<file path="src/rtl/sfp_pkg.sv">
package sfp_pkg;
  // Synchronized view of one asynchronous input
  typedef struct packed {
    logic level;
    logic rise;
    logic fall;
  } edge_t;
endpackage

</file>
<file path="src/rtl/sfp_sync.sv">
module sfp_sync #(
  parameter int STAGES  = 2,
  parameter bit RST_VAL = 1'b0
) (
  input  logic           clk,
  input  logic           rst,
  input  logic           din,
  output sfp_pkg::edge_t ev
);
  // STAGES metastability flops plus one history flop for edge detection
  logic [STAGES:0] chain;

  always_ff @(posedge clk) begin
    if (rst) chain <= {(STAGES+1){RST_VAL}};
    else     chain <= {chain[STAGES-1:0], din};
  end

  always_comb begin
    ev.level = chain[STAGES-1];
    ev.rise  = chain[STAGES-1] & ~chain[STAGES];
    ev.fall  = ~chain[STAGES-1] & chain[STAGES];
  end
endmodule

</file>
<file path="src/rtl/sfp_shifter.sv">
module sfp_shifter #(
  parameter int WORD_W = 16,
  parameter int PIN_W  = 12,
  parameter int CNT_W  = 5
) (
  input  logic              clk,
  input  logic              rst,
  input  logic              shift_en,
  input  logic              din,
  input  logic              frame_start,
  input  logic              load_en,
  input  logic [PIN_W-1:0]  pins,
  output logic [WORD_W-1:0] word,
  output logic [CNT_W-1:0]  count
);
  localparam int HI_W   = WORD_W / 2;
  localparam int LO_W   = WORD_W - HI_W;
  localparam int KEEP_W = WORD_W - PIN_W;
  localparam logic [CNT_W-1:0] CNT_MAX = {CNT_W{1'b1}};

  logic [HI_W-1:0]   hi_q;
  logic [LO_W-1:0]   lo_q;
  logic [WORD_W-1:0] nxt;

  assign word = {hi_q, lo_q};

  always_comb begin
    nxt = word;
    if (frame_start && load_en)
      nxt = {pins, word[KEEP_W-1:0]};
    else if (shift_en)
      nxt = {din, word[WORD_W-1:1]};
  end

  // Upper half is cleared by reset
  always_ff @(posedge clk) begin
    if (rst) hi_q <= '0;
    else     hi_q <= nxt[WORD_W-1:LO_W];
  end

  // Lower half keeps its contents across reset
  always_ff @(posedge clk) begin
    if (!rst) lo_q <= nxt[LO_W-1:0];
  end

  // Rising-edge counter, saturating so long frames never wrap to a match
  always_ff @(posedge clk) begin
    if (rst || frame_start)          count <= '0;
    else if (shift_en && count != CNT_MAX) count <= count + 1'b1;
  end
endmodule

</file>
<file path="src/rtl/sfp_ctrl.sv">
module sfp_ctrl #(
  parameter int WORD_W = 16,
  parameter int CNT_W  = 5
) (
  input  logic              clk,
  input  logic              rst,
  input  logic              active,
  input  logic              frame_start,
  input  logic              frame_end,
  input  logic              so_update,
  input  logic              load_req,
  input  logic [CNT_W-1:0]  count,
  input  logic [WORD_W-1:0] word,
  output logic              load_en,
  output logic              cmd_valid,
  output logic [WORD_W-1:0] cmd_word,
  output logic              dout,
  output logic              dout_en
);
  localparam logic [CNT_W-1:0] FULL = CNT_W'(WORD_W);

  logic pending;

  // Readback capture request, consumed by the next frame start
  always_ff @(posedge clk) begin
    if (rst || frame_start) pending <= 1'b0;
    else if (load_req)      pending <= 1'b1;
  end
  assign load_en = pending;

  always_ff @(posedge clk) begin
    if (rst) begin
      cmd_valid <= 1'b0;
      cmd_word  <= '0;
    end else begin
      cmd_valid <= frame_end && (count == FULL);
      if (frame_end) cmd_word <= word;
    end
  end

  always_ff @(posedge clk) begin
    if (rst) begin
      dout    <= 1'b0;
      dout_en <= 1'b0;
    end else begin
      dout_en <= active;
      if (frame_start || so_update) dout <= word[0];
    end
  end
endmodule

</file>
<file path="src/rtl/serial_frame_port.sv">
module serial_frame_port #(
  parameter int WORD_W      = 16,
  parameter int PIN_W       = 12,
  parameter int SYNC_STAGES = 2
) (
  input  logic              clk,
  input  logic              rst,
  input  logic              ser_clk_i,
  input  logic              ser_din_i,
  input  logic              ser_sel_n_i,
  output logic              ser_dout_o,
  output logic              ser_dout_en_o,
  input  logic [PIN_W-1:0]  pin_data_i,
  input  logic              load_req_i,
  output logic              cmd_valid_o,
  output logic [WORD_W-1:0] cmd_word_o
);
  localparam int CNT_W = $clog2(WORD_W) + 1;
  localparam int N_IN  = 3;
  localparam int I_CLK = 0;
  localparam int I_DIN = 1;
  localparam int I_SEL = 2;
  localparam logic [N_IN-1:0] IDLE = 3'b100;

  logic [N_IN-1:0] raw;
  sfp_pkg::edge_t  ev [N_IN];

  assign raw = {ser_sel_n_i, ser_din_i, ser_clk_i};

  for (genvar g = 0; g < N_IN; g++) begin : g_sync
    sfp_sync #(.STAGES(SYNC_STAGES), .RST_VAL(IDLE[g])) u_sync (
      .clk(clk), .rst(rst), .din(raw[g]), .ev(ev[g])
    );
  end

  logic              active, shift_en, so_update, frame_start, frame_end, load_en;
  logic [WORD_W-1:0] word;
  logic [CNT_W-1:0]  count;

  assign active      = ~ev[I_SEL].level;
  assign shift_en    = ev[I_CLK].rise & active;
  assign so_update   = ev[I_CLK].fall & active;
  assign frame_start = ev[I_SEL].fall;
  assign frame_end   = ev[I_SEL].rise;

  sfp_shifter #(.WORD_W(WORD_W), .PIN_W(PIN_W), .CNT_W(CNT_W)) u_shift (
    .clk(clk), .rst(rst), .shift_en(shift_en), .din(ev[I_DIN].level),
    .frame_start(frame_start), .load_en(load_en), .pins(pin_data_i),
    .word(word), .count(count)
  );

  sfp_ctrl #(.WORD_W(WORD_W), .CNT_W(CNT_W)) u_ctrl (
    .clk(clk), .rst(rst), .active(active), .frame_start(frame_start),
    .frame_end(frame_end), .so_update(so_update), .load_req(load_req_i),
    .count(count), .word(word), .load_en(load_en),
    .cmd_valid(cmd_valid_o), .cmd_word(cmd_word_o),
    .dout(ser_dout_o), .dout_en(ser_dout_en_o)
  );
endmodule

</file>
<file path="config.mk">
export PLATFORM = sky130hd
export DESIGN_NAME = serial_frame_port
export DESIGN_NICKNAME = d
export VERILOG_FILES = /design/src/rtl/sfp_pkg.sv /design/src/rtl/sfp_sync.sv /design/src/rtl/sfp_shifter.sv /design/src/rtl/sfp_ctrl.sv /design/src/rtl/serial_frame_port.sv
export SDC_FILE = /design/constraint.sdc
export NUM_CORES = 1
export LEC_CHECK = 0
export ABC_AREA = 1
export BUFFER_PORTS_ARGS = -buffer_cell sky130_fd_sc_hd__clkbuf_2
export CORE_MARGIN = 1
export CORE_UTILIZATION = 25
export CTS_CLUSTER_SIZE = 16
export DETAILED_ROUTE_END_ITERATION = 10
export GPL_TIMING_DRIVEN = 0
export PLACE_DENSITY = 0.42
export SLEW_MARGIN = 20
export SYNTH_ARGS = -nofsm -noshare
export SYNTH_HDL_FRONTEND = slang
export SYNTH_SLANG_ARGS = --single-unit
</file>
<file path="constraint.sdc">
create_clock -name clk -period 4.1 [get_ports clk]
set_input_delay 0.205 -clock clk [delete_from_list [all_inputs] [get_ports clk]]
set_output_delay 0.205 -clock clk [all_outputs]
set_load 0.005 [all_outputs]
</file>
* Word level (Yosys, flattened, before mapping)
Cells that the tools add are included.
** Word-level totals
- Word-level logic and storage cells :: 37
- Register bits :: 49
- Output and inout bits :: 19
- Bits of input ports :: 18
** Operators by class
- Add/subtract/negate cells :: 1
- Equality and inequality tests :: 2
- Reduce and logical (&&, ||, !) cells :: 8
- Multiplexer cells :: 2
- Bitwise logic cells :: 12
** Operators with widths (count)
- $mux W16 :: 2
- $and A1 B1 Y1 :: 6
- $not A1 Y1 :: 6
- $add A5 B1 Y5 const B :: 1
- $eq A5 B5 Y1 const B :: 1
- $ne A5 B5 Y1 const B :: 1
- $logic_and A1 B1 Y1 :: 3
- $reduce_and A3 Y1 :: 1
- $logic_or A1 B1 Y1 :: 2
- $reduce_and A2 Y1 :: 1
- $reduce_bool A2 Y1 :: 1

* Logic depth before layout (Yosys ltp)
- Depth in word-level cells :: 5
- Gate-level depth with buffers :: 8
- Mapped depth without buffers :: 8

* Hierarchy
Synthesis repeated with hierarchy kept, for this count alone.
** Unflattened totals
- Cell total of the unflattened synthesis :: 254
- Area, all modules :: 2040.7 um^2
** By module, submodules not included
- sfp_shifter :: cells an instance 121, seq. area each 500.5 um^2, area an instance 1021.0 um^2, times used 1
- sfp_ctrl :: cells an instance 88, seq. area each 400.4 um^2, area an instance 693.2 um^2, times used 1
- sfp_sync (g_sync[0].u_sync ...) :: cells an instance 13, seq. area each 60.1 um^2, area an instance 101.3 um^2, times used 2
- sfp_sync (g_sync[2].u_sync) :: cells an instance 14, seq. area each 60.1 um^2, area an instance 105.1 um^2, times used 1
- serial_frame_port :: cells an instance 5, seq. area each 0.0 um^2, area an instance 18.8 um^2, times used 1

* Worst setup path before layout
OpenSTA, ideal clock, no wires.
- Kind :: reg2reg
- Start point :: register g_sync[2].u_sync.chain[1]
- End point :: register u_shift.lo_q[4] (enable)
- Required time :: 3761 ps
- Path buffers :: 1
- Clock period less this slack :: 1325 ps
- Setup slack :: 2775 ps
- Library setup time :: 339 ps
- Cell stages (with the launch flop) :: 5
- Arrival time :: 985 ps
- Path through :: dfxtp_1 > inv_2 > nand3_4 > buf_6 > a21oi_1
** Between the ends
- Cells in the longest elaborated chain, start to end :: 5
- Elaborated cells on any way between the ends :: 6
- Classes of those cells :: 3 x bitwise; 3 x reduce/logical
** Ends and longest elaborated chain
- from (decl) :: RTL line sfp_sync.sv:11 : logic [STAGES:0] chain;
- from (signal assigned) :: RTL line sfp_sync.sv:14 : if (rst) chain <= {(STAGES+1){RST_VAL}};
- from (signal assigned) :: RTL line sfp_sync.sv:15 : else chain <= {chain[STAGES-1:0], din};
- $not A1 Y1 (*) :: RTL line sfp_sync.sv:21, serial_frame_port.sv:40
- $and A1 B1 Y1 :: RTL line sfp_sync.sv:21 : ev.fall = ~chain[STAGES-1] & chain[STAGES];
- $logic_and A1 B1 Y1 :: RTL line sfp_shifter.sv:29 : if (frame_start && load_en)
- $reduce_bool A2 Y1 (no source line) (*)
- $reduce_and A2 Y1 (no source line) (*)
- to (signal assigned) :: RTL line sfp_shifter.sv:43 : if (!rst) lo_q <= nxt[LO_W-1:0];
- to (decl) :: RTL line sfp_shifter.sv:22 : logic [LO_W-1:0] lo_q;
Every way passes the cells marked *; elsewhere a longest branch is shown, timed or not.
A chain may end at the register's enable or synchronous reset.

* Worst setup path in the final report
- Start point :: register g_sync[0].u_sync.chain[2]
- End point :: register u_shift.lo_q[0] (enable)
** Between the ends
- Cells in the longest elaborated chain, start to end :: 4
** Ends and longest elaborated chain
- from (decl) :: RTL line sfp_sync.sv:11
- from (signal assigned) :: RTL line sfp_sync.sv:14
- from (signal assigned) :: RTL line sfp_sync.sv:15
- $not A1 Y1 :: RTL line sfp_sync.sv:20 : ev.rise = chain[STAGES-1] & ~chain[STAGES];
- $and A1 B1 Y1 :: RTL line sfp_sync.sv:20
- $and A1 B1 Y1 :: RTL line serial_frame_port.sv:41 : assign shift_en = ev[I_CLK].rise & active;
- $reduce_and A3 Y1 (no source line)
No other way between the ends.

==> results_dict.tcl <==
set metrics [dict create \
    synth.distinct_cells 25 \
    grt_overflow 0 \
    status "finished clean" \
    fmax_mhz 636.4 \
    powerDensity_nw_per_um2 362.8 \
    coreArea_um2 7370 \
    whs_ps 80.33 \
    clock-root-buffer "clkbuf_8" \
    routed_wl_mm 4.154 \
    grt_max_degree 16 \
    grt_pass1_vias 1470 \
    ir_worst_vdd_v 0.0001029 \
    worstPathRequired_ps 4060 \
    rsz0062_at_grt "no" \
    finalCritPeriodShare_pct 38.32 \
    layout_min_cycle_time_ps 1571 \
    die_w_um 90.02 \
    pre_cts_ws_ps 2475 \
    area_growth_pct 19.90 \
    final_max_slew_viol_count 0 \
    postLayoutCellArea_um2 2322 \
    syn_area_um2 1937 \
    nets 304 \
    ant_nets 0 \
    setup_tns_ps 0 \
    io_pins 37 \
    setup_ws_ps 2529 \
    cts_tree "done" \
    synth-edff-count 8 \
    hp-start "ser_sel_n_i" \
    firstDrtPassIters 4 \
    r2r-start "g_sync[0].u_sync.chain[2]" \
    synth_top_area_share_pct 42.38 \
    avgSynthCellArea_um2 8.037 \
    synthTopCellsByArea "dfxtp_1 (42%), edfxtp_1 (12%), nor2_1 (11%)" \
    synth_commonest_cells "nor2_1 (56), nand2_1 (50), dfxtp_1 (41)" \
    ctsHtreeMaxLevel 2 \
    numPortBuffers 35 \
    grt_pass1_wl_mm 7.044 \
    skew_ps 11.57 \
    whs_path_depth 2 \
    vias 1566 \
    place_area_um2 2236 \
    cp.arrival_ps 1530 \
    setup_viol 0 \
    crit_chain "inv_1 > nand2_1 > nor2_2 > nand2_1 > nor2_1" \
    via_per_inst 4.089 \
    multiInputGateArea_um2 744.5 \
    cap_viol_max_count 0 \
    start_kind "flop" \
    r2r_end "u_shift.lo_q[0]" \
    syn_inst 241 \
    cts_buffer_depth 2 \
    cts_buffers 5 \
    critPathMostFrequentCell "nand2_1" \
    seq_area_um2 1061 \
    fillers 861 \
    crit_type "flop to flop" \
    end_kind "flop" \
    drc 0 \
    synth_top_cell_by_area "dfxtp_1" \
    path_max_fanout 6 \
    clkLatencyLatePin_ps 300 \
    cp_top_family "simple AND/OR/NAND/NOR gates" \
    ys_ff_latch 49 \
    reg2reg_depth 5 \
    drive_above_1_share_pct 19.72 \
    hold_viol 0 \
    die_y_um 90.02 \
    crit_slowest_cell "nor2_1" \
    row_count 31 \
    final_util_pct 31.51 \
    async_reset_ff_share_pct 0 \
    synth_nets 262 \
    post_cts_resized 0 \
    synth_ff_type "dfxtp_1" \
    clk_pin_slew_worst_paths_ps 90 \
    start_util_pct 26.28 \
    grtUsageTotal_pct 10.83 \
    drtIter0Drc 57 \
    num_antenna_cells 0 \
    crit_buf_inv 1 \
    yosysWarningCount 0 \
    place_congestion 0.7344 \
    p_leak_nw 1.038 \
    dp_cells 375 \
    cpPeakStageDelay_ps 360 \
    synthMostInstantiatedCell "nor2_1" \
    ys_seq_area_share_pct 54.78 \
    min_to "g_sync[2].u_sync.chain[0]" \
    worstMarginPinSlew_ps 502.7 \
    p_total_uw 842.6 \
    antenna_found_initial 0 \
    final_cells 383 \
    r2r_setup_slack_ps 2530 \
    cts_setup_buffers 0 \
    wl_per_cell_um 10.85 \
    maxSlewHeadroom_pct 66.49 \
    dpl.hpwl_mm 3.120 \
    clock_sinks 49 \
    hp-class "input port to flop" \
    hold_buffers 0 \
    die_area_um2 8104 \
]
-- state kept, by name, summed over array words and instances, names as in the netlist --
name                 count
u_ctrl.cmd_word         16
u_ctrl.cmd_valid         1
u_ctrl.dout_en           1
g_sync.u_sync.chain      8
u_shift.hi_q             8
u_ctrl.load_en           1
u_ctrl.dout              1
u_shift.count            5
u_shift.lo_q             8
-- final cells by class --
class,instances,share of cell area [%]
Inverter,20,3.233
Timing Repair Buffer,35,7.543
Multi-Input combinational cell,163,32.06
Sequential cell,49,45.69
Tap cell,99,5.334
Buffer,9,2.425
Clock inverter,2,0.5927
Clock buffer,6,3.125
-- layer usage --
metal | part of all wire (%) | track usage [%]
met1 | 51 | 14.59
met2 | 44 | 17.05
met3 | 3.2 | 2.707
met4 | 1.1 | 3.226
met5 | 0 | 0
-- report_power, final --
group | switching, mW | leakage, nW | internal (mW)
logic | 0.0292 | 0.585 | 0.0215
registers | 0.00679 | 0.407 | 0.499
clock network | 0.164 | 0.0456 | 0.122
total | 0.200 | 1.04 | 0.642
-- worst reg2reg max path: stages, from the launching register on --
cell and delay [ps]:
dfxtp_1 320, inv_1 150, nand2_1 80, nor2_2 190, nand2_1 120, nor2_1 360
-- kinds of logic after synthesis --
kind of cell    share of synthesized area (%)
compound gates                          6.460
xor+xnor                               0.4523
fa+ha+maj                               1.938
buf+inv                                 6.783
flops                                   54.78
simple gates                            29.59
-- cells in the final DEF (no fill, tap or decap), drive strengths merged --
cell / netlist / layout
a21oi: 8 / 8
edfxtp: 8 / 8
nand3: 17 / 17
nor3: 1 / 1
nand4: 5 / 5
clkbuf: 3 / 44
buf: 6 / 6
inv: 20 / 21
o21ai: 17 / 17
or2: 2 / 2
nor2: 58 / 58
ha: 3 / 3
clkinv: 0 / 1
dfxtp: 41 / 41
nor4: 1 / 1
xor2: 1 / 1
nand2: 50 / 50
-- worst max-delay path by stage --
stage                              startpoint               to  cells past startpoint
finish              g_sync[0].u_sync.chain[2]  u_shift.lo_q[0]                      5
global route        g_sync[2].u_sync.chain[1]  u_shift.lo_q[6]                      3
CTS                 g_sync[0].u_sync.chain[1]  u_shift.lo_q[0]                      5
detailed placement  g_sync[0].u_sync.chain[1]  u_shift.lo_q[1]                      5
global placement    g_sync[2].u_sync.chain[1]  u_shift.lo_q[4]                      3
floorplan           g_sync[2].u_sync.chain[1]  u_shift.lo_q[4]                      4
Note: power is estimated with default switching activity, not from simulation.
